--- src/rtl/pcim_pkg.sv ---
package pcim_pkg;

    typedef enum logic [2:0] {
        ST_IDLE,
        ST_REQ,
        ST_STEP,
        ST_FRAME,
        ST_DATA,
        ST_DONE
    } seq_state_e;

    localparam logic [3:0] CMD_MEM_RD = 4'h6;
    localparam logic [3:0] CMD_MEM_WR = 4'h7;
    localparam logic [3:0] CMD_CFG_RD = 4'hA;
    localparam logic [3:0] CMD_CFG_WR = 4'hB;

    localparam int unsigned BUS_W = 32;
    localparam int unsigned BE_W  = BUS_W / 8;

endpackage

--- src/rtl/pcim_lane.sv ---
module pcim_lane
    import pcim_pkg::*;
#(
    parameter int unsigned ADDR_W = 16
) (
    input  logic [ADDR_W-1:0] addr,
    input  logic              word,
    input  logic [BUS_W-1:0]  wdata,
    input  logic [BUS_W-1:0]  ad_in,
    output logic [BUS_W-1:0]  bus_addr,
    output logic [BE_W-1:0]   be_n,
    output logic [BUS_W-1:0]  lane_wdata,
    output logic [BUS_W-1:0]  rd_value
);
    localparam int unsigned HALF_W = BUS_W / 2;

    logic upper_half;

    // big-endian halfword numbering: bit 1 of the local address is inverted
    assign upper_half = ~addr[1];

    generate
        if (ADDR_W >= BUS_W) begin : g_wide
            assign bus_addr = {addr[BUS_W-1:2], 2'b00};
        end else begin : g_narrow
            assign bus_addr = {{(BUS_W-ADDR_W){1'b0}}, addr[ADDR_W-1:2], 2'b00};
        end
    endgenerate

    always_comb begin
        if (word) begin
            be_n       = '0;
            lane_wdata = wdata;
            rd_value   = ad_in;
        end else if (upper_half) begin
            be_n       = {{(BE_W/2){1'b0}}, {(BE_W/2){1'b1}}};
            lane_wdata = {wdata[HALF_W-1:0], {HALF_W{1'b0}}};
            rd_value   = {{HALF_W{1'b0}}, ad_in[BUS_W-1:HALF_W]};
        end else begin
            be_n       = {{(BE_W/2){1'b1}}, {(BE_W/2){1'b0}}};
            lane_wdata = {{HALF_W{1'b0}}, wdata[HALF_W-1:0]};
            rd_value   = {{HALF_W{1'b0}}, ad_in[HALF_W-1:0]};
        end
    end

endmodule

--- src/rtl/pcim_wait.sv ---
module pcim_wait #(
    parameter int unsigned DEVSEL_WAIT = 5
) (
    input  logic clk,
    input  logic rst_n,
    input  logic run,
    input  logic devsel_n,
    output logic expired
);
    localparam int unsigned CNT_W = $clog2(DEVSEL_WAIT + 1);
    localparam logic [CNT_W-1:0] LAST = CNT_W'(DEVSEL_WAIT - 1);

    typedef struct packed {
        logic [CNT_W-1:0] cnt;
        logic             seen;
    } wait_t;

    wait_t w_d, w_q;

    always_comb begin
        w_d = w_q;
        if (!run) begin
            w_d.cnt  = '0;
            w_d.seen = 1'b0;
        end else begin
            if (w_q.cnt != LAST) begin
                w_d.cnt = w_q.cnt + 1'b1;
            end
            if (!devsel_n) begin
                w_d.seen = 1'b1;
            end
        end
    end

    always_ff @(posedge clk or negedge rst_n) begin
        if (!rst_n) begin
            w_q <= '0;
        end else begin
            w_q <= w_d;
        end
    end

    assign expired = run && !w_q.seen && devsel_n && (w_q.cnt == LAST);

endmodule

--- src/rtl/pcim_seq.sv ---
module pcim_seq
    import pcim_pkg::*;
#(
    parameter int unsigned ADDR_W    = 16,
    parameter int unsigned STEP_CLKS = 4
) (
    input  logic              clk,
    input  logic              rst_n,
    input  logic              cfg_mode,
    input  logic              loc_req,
    input  logic              loc_we,
    input  logic              loc_word,
    input  logic [ADDR_W-1:0] loc_addr,
    input  logic [BUS_W-1:0]  loc_wdata,
    input  logic              gnt_n,
    input  logic              devsel_n,
    input  logic              trdy_n,
    input  logic              stop_n,
    input  logic [BUS_W-1:0]  bus_addr,
    input  logic [BE_W-1:0]   be_n,
    input  logic [BUS_W-1:0]  lane_wdata,
    input  logic [BUS_W-1:0]  rd_value,
    input  logic              expired,
    output logic [ADDR_W-1:0] held_addr,
    output logic              held_word,
    output logic [BUS_W-1:0]  held_wdata,
    output logic              data_run,
    output logic              loc_ack,
    output logic              loc_err,
    output logic              loc_retry,
    output logic [BUS_W-1:0]  loc_rdata,
    output logic              req_n,
    output logic              frame_n,
    output logic              irdy_n,
    output logic [BUS_W-1:0]  ad_o,
    output logic              ad_oe,
    output logic [BE_W-1:0]   cbe_n_o,
    output logic              cbe_oe
);
    localparam int unsigned STEP_W = $clog2(STEP_CLKS + 1);
    localparam logic [STEP_W-1:0] STEP_LAST = STEP_W'(STEP_CLKS - 1);

    typedef struct packed {
        seq_state_e        st;
        logic [STEP_W-1:0] cnt;
        logic              cfg;
        logic              we;
        logic              word;
        logic [ADDR_W-1:0] addr;
        logic [BUS_W-1:0]  wdata;
        logic              req_n;
        logic              frame_n;
        logic              irdy_n;
        logic              ad_oe;
        logic [BUS_W-1:0]  ad;
        logic              cbe_oe;
        logic [BE_W-1:0]   cbe;
        logic              ack;
        logic              err;
        logic              retry;
        logic [BUS_W-1:0]  rdata;
    } seq_t;

    localparam seq_t SEQ_RST = '{
        st:      ST_IDLE,
        cnt:     '0,
        cfg:     1'b0,
        we:      1'b0,
        word:    1'b0,
        addr:    '0,
        wdata:   '0,
        req_n:   1'b1,
        frame_n: 1'b1,
        irdy_n:  1'b1,
        ad_oe:   1'b0,
        ad:      '0,
        cbe_oe:  1'b0,
        cbe:     '1,
        ack:     1'b0,
        err:     1'b0,
        retry:   1'b0,
        rdata:   '0
    };

    seq_t s_d, s_q;
    logic [3:0] cmd;
    logic       finish;

    always_comb begin
        if (s_q.cfg) begin
            cmd = s_q.we ? CMD_CFG_WR : CMD_CFG_RD;
        end else begin
            cmd = s_q.we ? CMD_MEM_WR : CMD_MEM_RD;
        end
    end

    always_comb begin
        s_d       = s_q;
        s_d.ack   = 1'b0;
        s_d.err   = 1'b0;
        s_d.retry = 1'b0;
        finish    = 1'b0;
        unique case (s_q.st)
            ST_IDLE: begin
                if (loc_req) begin
                    s_d.cfg   = cfg_mode;
                    s_d.we    = loc_we;
                    s_d.word  = loc_word;
                    s_d.addr  = loc_addr;
                    s_d.wdata = loc_wdata;
                    s_d.req_n = 1'b0;
                    s_d.st    = ST_REQ;
                end
            end
            ST_REQ: begin
                if (!gnt_n) begin
                    s_d.req_n = 1'b1;
                    s_d.ad_oe = 1'b1;
                    s_d.ad    = bus_addr;
                    s_d.cnt   = '0;
                    s_d.st    = ST_STEP;
                end
            end
            ST_STEP: begin
                if (s_q.cnt == STEP_LAST) begin
                    s_d.frame_n = 1'b0;
                    s_d.cbe_oe  = 1'b1;
                    s_d.cbe     = cmd;
                    s_d.st      = ST_FRAME;
                end else begin
                    s_d.cnt = s_q.cnt + 1'b1;
                end
            end
            ST_FRAME: begin
                s_d.frame_n = 1'b1;
                s_d.irdy_n  = 1'b0;
                s_d.cbe     = be_n;
                if (s_q.we) begin
                    s_d.ad = lane_wdata;
                end else begin
                    s_d.ad_oe = 1'b0;
                end
                s_d.st = ST_DATA;
            end
            ST_DATA: begin
                if (!devsel_n && !trdy_n) begin
                    finish    = 1'b1;
                    s_d.rdata = s_q.we ? '0 : rd_value;
                end else if (!stop_n) begin
                    finish    = 1'b1;
                    s_d.retry = 1'b1;
                    s_d.rdata = '0;
                end else if (expired) begin
                    finish    = 1'b1;
                    s_d.err   = 1'b1;
                    s_d.rdata = '1;
                end
                if (finish) begin
                    s_d.ack    = 1'b1;
                    s_d.irdy_n = 1'b1;
                    s_d.ad_oe  = 1'b0;
                    s_d.cbe_oe = 1'b0;
                    s_d.cbe    = '1;
                    s_d.st     = ST_DONE;
                end
            end
            ST_DONE: begin
                s_d.st = ST_IDLE;
            end
            default: begin
                s_d = SEQ_RST;
            end
        endcase
    end

    always_ff @(posedge clk or negedge rst_n) begin
        if (!rst_n) begin
            s_q <= SEQ_RST;
        end else begin
            s_q <= s_d;
        end
    end

    assign held_addr  = s_q.addr;
    assign held_word  = s_q.word;
    assign held_wdata = s_q.wdata;
    assign data_run   = (s_q.st == ST_DATA);
    assign loc_ack    = s_q.ack;
    assign loc_err    = s_q.err;
    assign loc_retry  = s_q.retry;
    assign loc_rdata  = s_q.rdata;
    assign req_n      = s_q.req_n;
    assign frame_n    = s_q.frame_n;
    assign irdy_n     = s_q.irdy_n;
    assign ad_o       = s_q.ad;
    assign ad_oe      = s_q.ad_oe;
    assign cbe_n_o    = s_q.cbe;
    assign cbe_oe     = s_q.cbe_oe;

endmodule

--- src/rtl/pci_cfg_initiator.sv ---
module pci_cfg_initiator
    import pcim_pkg::*;
#(
    parameter int unsigned ADDR_W      = 16,
    parameter int unsigned STEP_CLKS   = 4,
    parameter int unsigned DEVSEL_WAIT = 5
) (
    input  logic              clk,
    input  logic              rst_n,
    input  logic              cfg_mode,
    input  logic              loc_req,
    input  logic              loc_we,
    input  logic              loc_word,
    input  logic [ADDR_W-1:0] loc_addr,
    input  logic [31:0]       loc_wdata,
    output logic              loc_ack,
    output logic              loc_err,
    output logic              loc_retry,
    output logic [31:0]       loc_rdata,
    output logic              req_n,
    input  logic              gnt_n,
    output logic              frame_n,
    output logic              irdy_n,
    input  logic              devsel_n,
    input  logic              trdy_n,
    input  logic              stop_n,
    output logic [31:0]       ad_o,
    output logic              ad_oe,
    input  logic [31:0]       ad_i,
    output logic [3:0]        cbe_n_o,
    output logic              cbe_oe
);
    logic [ADDR_W-1:0] held_addr;
    logic              held_word;
    logic [BUS_W-1:0]  held_wdata;
    logic [BUS_W-1:0]  bus_addr;
    logic [BE_W-1:0]   be_n;
    logic [BUS_W-1:0]  lane_wdata;
    logic [BUS_W-1:0]  rd_value;
    logic              data_run;
    logic              expired;

    pcim_lane #(.ADDR_W(ADDR_W)) lane_i (
        .addr       (held_addr),
        .word       (held_word),
        .wdata      (held_wdata),
        .ad_in      (ad_i),
        .bus_addr   (bus_addr),
        .be_n       (be_n),
        .lane_wdata (lane_wdata),
        .rd_value   (rd_value)
    );

    pcim_wait #(.DEVSEL_WAIT(DEVSEL_WAIT)) wait_i (
        .clk      (clk),
        .rst_n    (rst_n),
        .run      (data_run),
        .devsel_n (devsel_n),
        .expired  (expired)
    );

    pcim_seq #(.ADDR_W(ADDR_W), .STEP_CLKS(STEP_CLKS)) seq_i (
        .clk        (clk),
        .rst_n      (rst_n),
        .cfg_mode   (cfg_mode),
        .loc_req    (loc_req),
        .loc_we     (loc_we),
        .loc_word   (loc_word),
        .loc_addr   (loc_addr),
        .loc_wdata  (loc_wdata),
        .gnt_n      (gnt_n),
        .devsel_n   (devsel_n),
        .trdy_n     (trdy_n),
        .stop_n     (stop_n),
        .bus_addr   (bus_addr),
        .be_n       (be_n),
        .lane_wdata (lane_wdata),
        .rd_value   (rd_value),
        .expired    (expired),
        .held_addr  (held_addr),
        .held_word  (held_word),
        .held_wdata (held_wdata),
        .data_run   (data_run),
        .loc_ack    (loc_ack),
        .loc_err    (loc_err),
        .loc_retry  (loc_retry),
        .loc_rdata  (loc_rdata),
        .req_n      (req_n),
        .frame_n    (frame_n),
        .irdy_n     (irdy_n),
        .ad_o       (ad_o),
        .ad_oe      (ad_oe),
        .cbe_n_o    (cbe_n_o),
        .cbe_oe     (cbe_oe)
    );

endmodule

--- config.mk ---
export PLATFORM = sky130hd
export DESIGN_NAME = pci_cfg_initiator
export DESIGN_NICKNAME = d
export VERILOG_FILES = /design/src/rtl/pcim_pkg.sv /design/src/rtl/pcim_lane.sv /design/src/rtl/pcim_wait.sv /design/src/rtl/pcim_seq.sv /design/src/rtl/pci_cfg_initiator.sv
export SDC_FILE = /design/constraint.sdc
export NUM_CORES = 1
export LEC_CHECK = 0
export BUFFER_PORTS_ARGS = -buffer_cell sky130_fd_sc_hd__clkbuf_2
export CORE_UTILIZATION = 55
export DETAILED_ROUTE_END_ITERATION = 8
export PLACE_DENSITY = 0.8
export SYNTH_ARGS = -nofsm -noshare
export SYNTH_HDL_FRONTEND = slang
export SYNTH_HIERARCHICAL = 1
export SYNTH_SLANG_ARGS = --single-unit
--- constraint.sdc ---
create_clock -name clk -period 3.56 [get_ports clk]
set_input_delay 0.356 -clock clk [delete_from_list [all_inputs] [get_ports clk]]
set_output_delay 0.356 -clock clk [all_outputs]
set_load 0.01 [all_outputs]
# == Yosys cells after proc, flatten, opt, wreduce, memory -nomap -nowiden ==
# Index checks and enable logic that the tools add are counted.
# totals
input_bits,90
output_inout_bits,76
ff_bits,137
wordCells,127
# op_classes
eq_ne,18
n_mux,48
n_reduce_logical,29
bitwise,10
addsub,2
# op_table
cell,n
$mux W32,8
$pmux W51 S2,1
$pmux W32 S3,1
$pmux W35 S2,1
$mux W52,1
$mux W33,1
$reduce_or A4 Y1,6
$mux W16,1
$mux W4,4
$pmux W4 S4,1
$mux W3,5
$pmux W3 S5,1
$reduce_and A3 Y1,5
$mux W1,12
$mux W6,2
$ne A2 B2 Y1 const B,6
$not A1 Y1,10
$reduce_or A5 Y1,2
$eq A3 B2 Y1 const B,3
$eq A3 B3 Y1 const B,3
$pmux W1 S3,3
$pmux W3 S3,1
$reduce_and A2 Y1,4
$reduce_and A4 Y1,2
13 further kinds,23

# == Logic depth before layout (Yosys ltp) ==
# depth
ltp_word,10
ltp_mapped,10
ltp_nobuf,8

# == Cells and area by module ==
# Netlist, hierarchy kept.
# by_module_without_submodules
mod,seq_area_each_um2,cells_per_inst,area_per_inst_um2,n_inst
pcim_seq,3337.0,691,6810.3,1
pcim_lane,0.0,114,880.8,1
pcim_wait,100.1,21,206.4,1

# == Worst setup path before layout ==
# Ideal clock, no wire load.
# synth_timing
path_type,register to register
start,reg seq_i/s_q[131] (netlist bit)
end,reg seq_i.s_q (netlist bit seq_i/cbe_n_o[0])
setup_ns,0.082
n_path_buf,2
t_required_ns,3.478
stages_incl_launch_ff,10
period_less_slack_ns,2.486
path_slack_ns,1.074
arrival_time_ns,2.404
cell_sequence,dfrtp_1 > buf_6 > or3b_1 > buf_6 > inv_1 > and4_1 > nand2b_1 > o21ai_0 > o21ai_0 > mux2_2
# synth_between
elab_chain_cells,10
word_cells_on_any_way,19
cone_classes,eq/ne: 7; mux: 5; bitwise: 1; reduce/logical: 6
# synth_rtl
item,line_no,rtl
"start, declared",pcim_seq.sv:85,"seq_t s_d, s_q;"
"start signal, assigned",pcim_seq.sv:178,s_q <= SEQ_RST;
"start signal, assigned",pcim_seq.sv:180,s_q <= s_d;
$eq A3 B3 Y1,pcim_seq.sv:187,assign data_run = (s_q.st == ST_DATA);
named net data_run,pci_cfg_initiator.sv:40,logic data_run;
$logic_and A1 B1 Y1 (3 in a row),pcim_wait.sv:43,assign expired = run && !w_q.seen && devsel_n && (w_q.cnt == LAST);
named net expired,pci_cfg_initiator.sv:41,logic expired;
$mux W1,pcim_seq.sv:153,end else if (expired) begin
$mux W1,pcim_seq.sv:149,end else if (!stop_n) begin
$mux W1,pcim_seq.sv:146,if (!devsel_n && !trdy_n) begin
$mux W1,pcim_seq.sv:103,unique case (s_q.st)
$ne A2 B1 Y1 (no source line),--,
$reduce_and A3 Y1 (no source line),--,
# The timed path passes the listed nets, and every way through them passes these cells. The select of a mux whose other input is x is not followed.
# A chain may end at the register's enable or synchronous reset.

# == Final worst setup path ==
# layout_timing
start,reg seq_i/s_q[131] (netlist bit)
end,reg seq_i.s_q (netlist bit seq_i/cbe_n_o[3])
# Same word-level chain as after synthesis.

==> impl_metrics.env <==
export IMPL_status="finished with violations"
export IMPL_violations="negative hold slack"
export IMPL_holdWs_ps=-4.79
export IMPL_die_area_um2=14800
export IMPL_syn_cell_area_um2=7850
export IMPL_dp_cells=992
export IMPL_clockRootBuffer="clkbuf_16"
export IMPL_drtIter0Drc=392
export IMPL_postRouteAntennaNets=0
export IMPL_fin_area_um2=8310
export IMPL_cts_buffer_depth=2
export IMPL_worstMarginPinSlew_ps=1050
export IMPL_final_hold_viol_count=3
export IMPL_core_area_um2=13900
export IMPL_vias=5430
export IMPL_use_met3_pct=4.51
export IMPL_skew_ps=7.86
export IMPL_yosys_warnings=6
export IMPL_routedWlPerCell_um=16.4
export IMPL_peakVddDrop_mv=0.541
export IMPL_crit_type="flop to flop"
export IMPL_die_y_um=121
export IMPL_antenna_cells=0
export IMPL_finalSetupTns_ps=0
export IMPL_start_util_pct=56.6
export IMPL_drt_wl_total_mm=16.8
export IMPL_io_pins=166
export IMPL_leakagePower_uw=0.00418
export IMPL_firstDrtPassIters=5
export IMPL_fin_cells=1024
export IMPL_path_clk_slew_ps=60
export IMPL_dpl_cell_area_um2=7710
export IMPL_fillers=1186
export IMPL_cts_buffers=17
export IMPL_gr_usage_met1_pct=34.6
export IMPL_rows=43
export IMPL_gp_congestion=0.856
export IMPL_via_per_inst=5.30
export IMPL_maxCapViolations=0
export IMPL_insertion_delay_ps=410
export IMPL_ctsHoldBuffers=0
export IMPL_syn_inst=821
export IMPL_busiest_layer="met2"
export IMPL_cts_sinks=136
export IMPL_num_nets_final=925
export IMPL_powerDensity_nw_per_um2=851
export IMPL_gr_usage_met2_pct=35.2
export IMPL_grt_usage_pct=23.5
export IMPL_cts_tree="done"
export IMPL_drv_slew=0
export IMPL_hold_path_class="primary input to asynchronous set/reset pin"
export IMPL_antenna_found_initial=0
export IMPL_htreeDepth=4
export IMPL_cp_arrival_ps=3010
export IMPL_drive_gt1_share_pct=33.3
export IMPL_final_setup_viol_count=0
export IMPL_worstPathRequired_ps=3900
export IMPL_cp_start_kind="flop"
export IMPL_total_power_uw=7070
export IMPL_crit_path_end_kind="flop"
export IMPL_ff2ff_path_depth=7
export IMPL_maxSlewHeadroom_pct=30.3
export IMPL_postCtsSetupRepairBufs=0
export IMPL_die_w_um=121
export IMPL_postCtsResizedCells=0
export IMPL_first_global_vias=5070
export IMPL_drc=0
export IMPL_period_share_pct=75.2
export IMPL_grt_ovfl_total=0
export IMPL_grt_start_max_net_pins=101
export IMPL_path_max_fanout=8
export IMPL_dpl_hpwl_mm=11.4
export IMPL_portBuffers=164
export IMPL_grt_pass1_wl_mm=26.6
export IMPL_avgSynthCellArea_um2=9.56
export IMPL_rsz0062_at_grt="no"
export IMPL_timing_fmax_mhz=374
export IMPL_min_period_ps=2680
export IMPL_area_growth_pct=5.80
export IMPL_postLayoutCoreUtil_pct=59.9
## per-layer routing
layer | wire length [um] | vias up
met3 | 863 | 9
met4 | 154 | 0
li1 | - | 2625
met1 | 8090 | 2642
met2 | 7660 | 154
met5 | 0 | -
## worst max-delay path, stage by stage, from the launching register on
cell	delay (ps)
dfrtp_1	380
or3b_1	540
inv_1	220
and4_1	230
nand2b_1	230
o21ai_0	160
o21ai_0	440
mux2_2	390
## per-stage QoR
| stage | hold WS, ps | setup slack (ps) |
|---|---|---|
| floorplan | 60.4 | 1070 |
| global placement | 459 | 964 |
| detailed placement | 460 | 889 |
| CTS | 23.0 | 868 |
| global route | 62.0 | 731 |
| finish | -4.79 | 884 |
## power by group
part	internal, uW	total, uW	leakage [uW]	switching (uW)
sequential	2110	2480	0.00179	366
combinational	1190	2810	0.00208	1630
clock	1150	1780	0.000303	627
## worst paths after layout
path | from | end | slack, ps
min in group clk | stop_n | seq_i/loc_retry | 160
min reg2reg | seq_i/held_wdata[21] | seq_i/held_wdata[21] | 480
min | rst_n | seq_i/held_wdata[22] | -5
max | seq_i/s_q[131] | seq_i/cbe_n_o[3] | 880
max reg2reg | seq_i/s_q[131] | seq_i/cbe_n_o[3] | 880
max in group asynchronous | rst_n | seq_i/cbe_n_o[3] | 2750
## flip-flops by register name, indices dropped and copies added, names as in the netlist, 4 cells and up
signal            flops
seq_i/ad_o           32
seq_i/held_wdata     32
seq_i/loc_rdata      32
seq_i/held_addr      15
seq_i/s_q             8
seq_i/cbe_n_o         4
wait_i/w_q            4
## layout by cell type (no fill, tap or decap), types with 2 or more instances in the layout
cell type  count
mux2_2        52
clkbuf_8       3
dfrtp_1      129
or2_2          2
a21boi_0       2
o21ai_0       96
conb_1        18
clkbuf_1       2
buf_4         14
nand4_1        2
a21oi_4        2
a21oi_1        8
ha_1           4
dfstp_2        7
inv_1         43
nor2_2         2
nor2b_1       19
and2_1        19
mux2_1         2
mux2i_1        4
nor2_1         9
nand2b_1       4
clkinv_2       7
nor3_1         3
a22o_1        78
nand2_1      109
clkbuf_16     17
clkbuf_2     163
nor3_4         2
bufinv_16      3
## layout make-up
type / instances / area [um^2] / share of cell area [%]
Sequential cell: 136 / 3410 / 41.1
Clock buffer: 22 / 474 / 5.71
Timing Repair Buffer: 179 / 952 / 11.5
Tap cell: 180 / 225 / 2.71
Inverter: 43 / 161 / 1.94
Multi-Input combinational cell: 454 / 2960 / 35.6
Clock inverter: 10 / 125 / 1.51
Note: power is estimated with default switching activity, not from simulation.
